`config.mk`:
```
export PLATFORM = sky130hd
export DESIGN_NAME = gpio_irq_port
export DESIGN_NICKNAME = d
export VERILOG_FILES = /design/src/rtl/gpio_pkg.sv /design/src/rtl/gpio_sync.sv /design/src/rtl/gpio_cond_detect.sv /design/src/rtl/gpio_irq_port.sv
export SDC_FILE = /design/constraint.sdc
export NUM_CORES = 1
export LEC_CHECK = 0
export BUFFER_PORTS_ARGS = -buffer_cell sky130_fd_sc_hd__buf_2
export CAP_MARGIN = 20
export CELL_PAD_IN_SITES_DETAIL_PLACEMENT = 1
export CELL_PAD_IN_SITES_GLOBAL_PLACEMENT = 1
export CORE_UTILIZATION = 35
export DETAILED_ROUTE_END_ITERATION = 12
export PLACE_DENSITY_LB_ADDON = 0.1
export SLEW_MARGIN = 20
export SYNTH_ARGS = -nofsm -noshare
export SYNTH_HDL_FRONTEND = slang
export SYNTH_SLANG_ARGS = --single-unit
```
`constraint.sdc`:
```
create_clock -name clk -period 1.2 [get_ports clk]
set_input_delay 0.12 -clock clk [delete_from_list [all_inputs] [get_ports clk]]
set_output_delay 0.12 -clock clk [all_outputs]
set_load 0.005 [all_outputs]
```
`src/rtl/gpio_pkg.sv`:
```
package gpio_pkg;
    typedef enum logic [1:0] {
        COND_LOW  = 2'b00,
        COND_HIGH = 2'b01,
        COND_RISE = 2'b10,
        COND_FALL = 2'b11
    } cond_e;

    localparam int OFF_DATA   = 'h00;
    localparam int OFF_DIR    = 'h04;
    localparam int OFF_PAD    = 'h08;
    localparam int OFF_CFG_LO = 'h0C;
    localparam int OFF_CFG_HI = 'h10;
    localparam int OFF_MASK   = 'h14;
    localparam int OFF_STAT   = 'h18;
endpackage

```
`src/rtl/gpio_sync.sv`:
```
module gpio_sync #(
    parameter int W      = 32,
    parameter int STAGES = 2
) (
    input  logic         clk,
    input  logic         rst_n,
    input  logic [W-1:0] async_in,
    output logic [W-1:0] sync_out
);
    logic [W-1:0] stage_q [STAGES];

    for (genvar s = 0; s < STAGES; s++) begin : g_stage
        always_ff @(posedge clk or negedge rst_n) begin
            if (!rst_n) begin
                stage_q[s] <= '0;
            end else if (s == 0) begin
                stage_q[s] <= async_in;
            end else begin
                stage_q[s] <= stage_q[(s == 0) ? 0 : s-1];
            end
        end
    end

    assign sync_out = stage_q[STAGES-1];
endmodule

```
`src/rtl/gpio_cond_detect.sv`:
```
module gpio_cond_detect import gpio_pkg::*; #(
    parameter int NPIN = 32
) (
    input  logic              clk,
    input  logic              rst_n,
    input  logic [2*NPIN-1:0] cond_bus,
    input  logic [NPIN-1:0]   sync_in,
    output logic [NPIN-1:0]   event_out
);
    logic [NPIN-1:0] prev_q;

    always_ff @(posedge clk or negedge rst_n) begin
        if (!rst_n) prev_q <= '0;
        else        prev_q <= sync_in;
    end

    for (genvar g = 0; g < NPIN; g++) begin : g_pin
        cond_e sel;
        assign sel = cond_e'(cond_bus[2*g +: 2]);
        always_comb begin
            unique case (sel)
                COND_LOW:  event_out[g] = ~sync_in[g];
                COND_HIGH: event_out[g] =  sync_in[g];
                COND_RISE: event_out[g] =  sync_in[g] & ~prev_q[g];
                COND_FALL: event_out[g] = ~sync_in[g] &  prev_q[g];
            endcase
        end
    end
endmodule

```
`src/rtl/gpio_irq_port.sv`:
```
module gpio_irq_port import gpio_pkg::*; #(
    parameter int DATA_W = 32,
    parameter int ADDR_W = 5
) (
    input  logic              clk,
    input  logic              rst_n,
    input  logic              wr_en,
    input  logic [ADDR_W-1:0] wr_addr,
    input  logic [DATA_W-1:0] wr_data,
    input  logic [ADDR_W-1:0] rd_addr,
    output logic [DATA_W-1:0] rd_data,
    input  logic [DATA_W-1:0] pad_in,
    output logic [DATA_W-1:0] pad_out,
    output logic [DATA_W-1:0] pad_oe,
    output logic              irq
);
    localparam int NPIN = DATA_W;
    localparam int HALF = NPIN / 2;
    localparam logic [ADDR_W-1:0] A_DATA   = ADDR_W'(OFF_DATA);
    localparam logic [ADDR_W-1:0] A_DIR    = ADDR_W'(OFF_DIR);
    localparam logic [ADDR_W-1:0] A_PAD    = ADDR_W'(OFF_PAD);
    localparam logic [ADDR_W-1:0] A_CFG_LO = ADDR_W'(OFF_CFG_LO);
    localparam logic [ADDR_W-1:0] A_CFG_HI = ADDR_W'(OFF_CFG_HI);
    localparam logic [ADDR_W-1:0] A_MASK   = ADDR_W'(OFF_MASK);
    localparam logic [ADDR_W-1:0] A_STAT   = ADDR_W'(OFF_STAT);

    logic [DATA_W-1:0] data_q, dir_q, cfg_lo_q, cfg_hi_q, mask_q, status_q;
    logic [NPIN-1:0]   pad_sync, event_vec, clr_vec;
    logic [2*NPIN-1:0] cond_bus;

    gpio_sync #(.W(NPIN), .STAGES(2)) u_sync (
        .clk      (clk),
        .rst_n    (rst_n),
        .async_in (pad_in),
        .sync_out (pad_sync)
    );

    for (genvar g = 0; g < HALF; g++) begin : g_cfg
        assign cond_bus[2*g +: 2]        = cfg_lo_q[2*g +: 2];
        assign cond_bus[2*(g+HALF) +: 2] = cfg_hi_q[2*g +: 2];
    end

    gpio_cond_detect #(.NPIN(NPIN)) u_detect (
        .clk       (clk),
        .rst_n     (rst_n),
        .cond_bus  (cond_bus),
        .sync_in   (pad_sync),
        .event_out (event_vec)
    );

    assign clr_vec = (wr_en && wr_addr == A_STAT) ? wr_data : '0;

    always_ff @(posedge clk or negedge rst_n) begin
        if (!rst_n) begin
            data_q   <= '0;
            dir_q    <= '0;
            cfg_lo_q <= '0;
            cfg_hi_q <= '0;
            mask_q   <= '0;
            status_q <= '0;
        end else begin
            if (wr_en && wr_addr == A_DATA)   data_q   <= wr_data;
            if (wr_en && wr_addr == A_DIR)    dir_q    <= wr_data;
            if (wr_en && wr_addr == A_CFG_LO) cfg_lo_q <= wr_data;
            if (wr_en && wr_addr == A_CFG_HI) cfg_hi_q <= wr_data;
            if (wr_en && wr_addr == A_MASK)   mask_q   <= wr_data;
            status_q <= (status_q & ~clr_vec) | event_vec;
        end
    end

    always_comb begin
        case (rd_addr)
            A_DATA:   rd_data = data_q;
            A_DIR:    rd_data = dir_q;
            A_PAD:    rd_data = pad_sync;
            A_CFG_LO: rd_data = cfg_lo_q;
            A_CFG_HI: rd_data = cfg_hi_q;
            A_MASK:   rd_data = mask_q;
            A_STAT:   rd_data = status_q;
            default:  rd_data = '0;
        endcase
    end

    assign pad_out = data_q;
    assign pad_oe  = dir_q;
    assign irq     = |(status_q & mask_q);
endmodule

```
==> reports/qor.txt <==
status -> finished with violations
failing checks -> design-rule violations, negative setup slack
Async SR Flop Fraction -> 100%
top cells by area, synth -> dfrtp_1, mux2_2, a22oi_1
CP Class -> reg -> out
Initial Util -> 35.7%
Clock Latency Late Sink -> 0.53 ns
final wirelength -> 44,600 um
mapped cell area -> 12,700 um^2
Synth cell types -> 42
startpoint types -> register
Fin Clk Skew -> 0.0243 ns
Buf/Inv on CP -> 1
Synth area leader -> dfrtp_1
vias per std cell -> 5.28
Syn Inst Count -> 960
crit-path max cell delay -> 0.55 ns
min Tclk post-route -> 2.17 ns
synthesized area per cell -> 13.3 um^2
share of layout cells above drive strength 1 -> 54.1%
Slew Limit Headroom -> 70.0%
yosys synthesis warning count -> 0
Nets -> 1,467
RR Endpoint -> status_q[30]
max frequency -> 462 MHz
final setup vio count -> 47
Net Count, Synth -> 1,037
data required time of the worst path -> 1.08 ns
Cells on Worst Hold Path -> 2
Area growth, synth to finish -> 45.3%
DPL Wire Length -> 30,800 um
vias in the first global route -> 10,900
Antenna Nets Post-Route -> 0
largest net degree at the start of global routing -> 59
root buffer cell -> clkbuf_16
dominant synthesized flop cell -> dfrtp_1
register bit total from synthesis -> 288
min-delay worst type -> in -> reg
Storage cell area -> 7240 um^2
critical path arrival -> 2.05 ns
first-pass GRT wire length -> 67,700 um
Multi-input gate area -> 5850 um^2
max cap viols -> 0
H-tree Lvls -> 2
Yosys top cell area share -> 56.6%
DRC violations left -> 19
setup TNS -> -18.23 ns
Cell Pwr Density -> 1610 nW/um^2
Worst R2R Start -> cfg_hi_q[29]
Hold Fails Final Rpt -> 0
DR WL/cell -> 23.8 um
register area share after synthesis -> 56.6%
CP cell instances -> a22oi_2 -> nand4_1 -> or4_4 -> buf_6
port bufs -> 173
Die ar. -> 37,100 um^2
Final Cycle Share -> 181%
I/O pins -> 174
FP Rows -> 69
Die H -> 193 um
count leader, synth -> dfrtp_1
Longest Clk Path Bufs -> 3
family with the most delay on the worst path -> simple AND/OR/NAND/NOR gates
clock buffers created by TritonCTS -> 37
CP max FO -> 2
worst vdd ir -> 940 uV
core area -> 35,700 um^2
CTS sink cnt -> 288
Leak -> 8.41 nW
routed vias -> 9,907
CTS tree -> done
Worst-Margin Slew -> 0.447 ns
Slowest cell on crit path -> or4_4
Fillers -> 3,638
Clk pin slew, worst setup/hold paths -> 0.06 ns
hold wc startpoint -> wr_data[9]
path depth of the worst reg2reg path -> 3
R2R setup slack -> -0.10 ns
Die Wd -> 193 um
Finished Cell Area -> 18,500 um^2
Post-synth EDFFs -> 0
Pre-antenna DRT Iters -> 8
gpl congestion -> 0.826
CP Capture Type -> output port
Hold EP -> cfg_lo_q[9]
antenna cell count -> 0
gr ovfl total -> 0
final core occ -> 51.8%
Global Route Usage Sum -> 24.7%
placed inst area -> 15,700 um^2
crit path setup slack, layout -> -0.967 ns
fin. max-slew vios -> 0
RSZ-0062 raised after global routing -> true
antenna violations before repair -> 0
Initial DRC Count -> 460
top cells by count, synth -> dfrtp_1, mux2_2, a22oi_1, nand3_1, mux2i_1
## worst register-to-register path, stage by stage (launching register included)
cell and delay, ns:
dfrtp_1 0.37, buf_4 0.14, mux2_2 0.33, a221o_1 0.33
## sequential cells by signal, indices dropped and copies added (netlist names)
| signal | cells |
|---|---|
| u_sync.sync_out | 32 |
| mask_q | 32 |
| u_sync.stage_q | 32 |
| cfg_lo_q | 32 |
| cfg_hi_q | 32 |
| u_detect.prev_q | 32 |
| status_q | 32 |
| pad_oe | 32 |
| pad_out | 32 |
## worst max-delay path by stage
stage	cells after the start	from	slack [ns]	to
floorplan	5	wr_addr[3]	-0.11	mask_q[22]
global placement	5	mask_q[14]	-0.67	irq
detailed placement	4	mask_q[23]	-0.63	irq
CTS	4	status_q[23]	-1.05	irq
global route	4	mask_q[14]	-1.0	irq
finish	4	mask_q[14]	-0.97	irq
## cell type report
class,instances,area share [%]
Clock inverter,10,0.846
Clock buffer,56,6.06
Multi-Input combinational cell,617,31.6
Inverter,3,0.0609
Sequential cell,288,39.1
Timing Repair Buffer,443,19.1
Tap cell,461,3.12
## metrics by stage
stage          total power, mW  setup slack, ns  cells  hold slack, ns
2_1_floorplan             14.5           -0.110    960          -0.176
3_3_place_gp              17.3           -0.670   1736        -0.00750
3_5_place_dp              17.4           -0.628   1736        -0.00646
4_1_cts                   29.8            -1.05   1871          0.0345
5_1_grt                   31.0           -0.998   1878          0.0339
6_report                  29.7           -0.967   1878          0.0424
## report_power, final
part,total [mW],leakage [nW],internal (mW),switching [mW]
Sequential,12.2,3.42,11.0,1.18
Clock,11.6,0.626,7.29,4.31
Combinational,5.97,4.36,3.46,2.51
Total,29.7,8.41,21.7,8.00
## cells in the final DEF, fill, tap and decap left out, types with 13 or more instances in the layout
| cell | instances |
|---|---|
| a21oi_1 | 17 |
| a221o_1 | 32 |
| a22oi_1 | 13 |
| a22oi_2 | 42 |
| buf_12 | 27 |
| buf_2 | 167 |
| buf_4 | 151 |
| buf_6 | 33 |
| clkbuf_16 | 39 |
| dfrtp_1 | 265 |
| dfrtp_2 | 23 |
| dlygate4sd3_1 | 64 |
| mux2_1 | 19 |
| mux2_2 | 173 |
| mux2_4 | 21 |
| mux2i_1 | 27 |
| nand2_1 | 23 |
| nand2b_1 | 14 |
| nand3_1 | 47 |
| nand3b_1 | 18 |
| nor2_1 | 31 |
| o221ai_2 | 19 |
| or2_2 | 17 |
| xor2_1 | 15 |
## cells by family after synthesis
kind of cell	Yosys count	synth area share, %
flops	288	56.6
simple gates	173	7.48
compound gates	178	10.7
xor+xnor	15	1.03
buf+inv	55	2.30
mux	251	21.8
## routing by layer
layer  routed length [um]  track usage (%)  vias to the layer above  share of wire, %
met3                 1290             2.91                       60               2.9
met5                    0                0                        -                 0
met4                  931             6.42                        0               2.1
met2                21800             41.5                      185                49
met1                20600             33.8                     5181                46
li1                     -                -                     4481                 -
## what timing repair did
action / in CTS / in global routing
setup buffers: 14 / 15
gates resized for setup: 119 / 61
endpoints found under the hold margin: 487 / 0
hold buffers: 64 / 0
pin swaps: 39 / 24
setup endpoints to repair: 68 / 100
(Power assumes the default switching activity.)
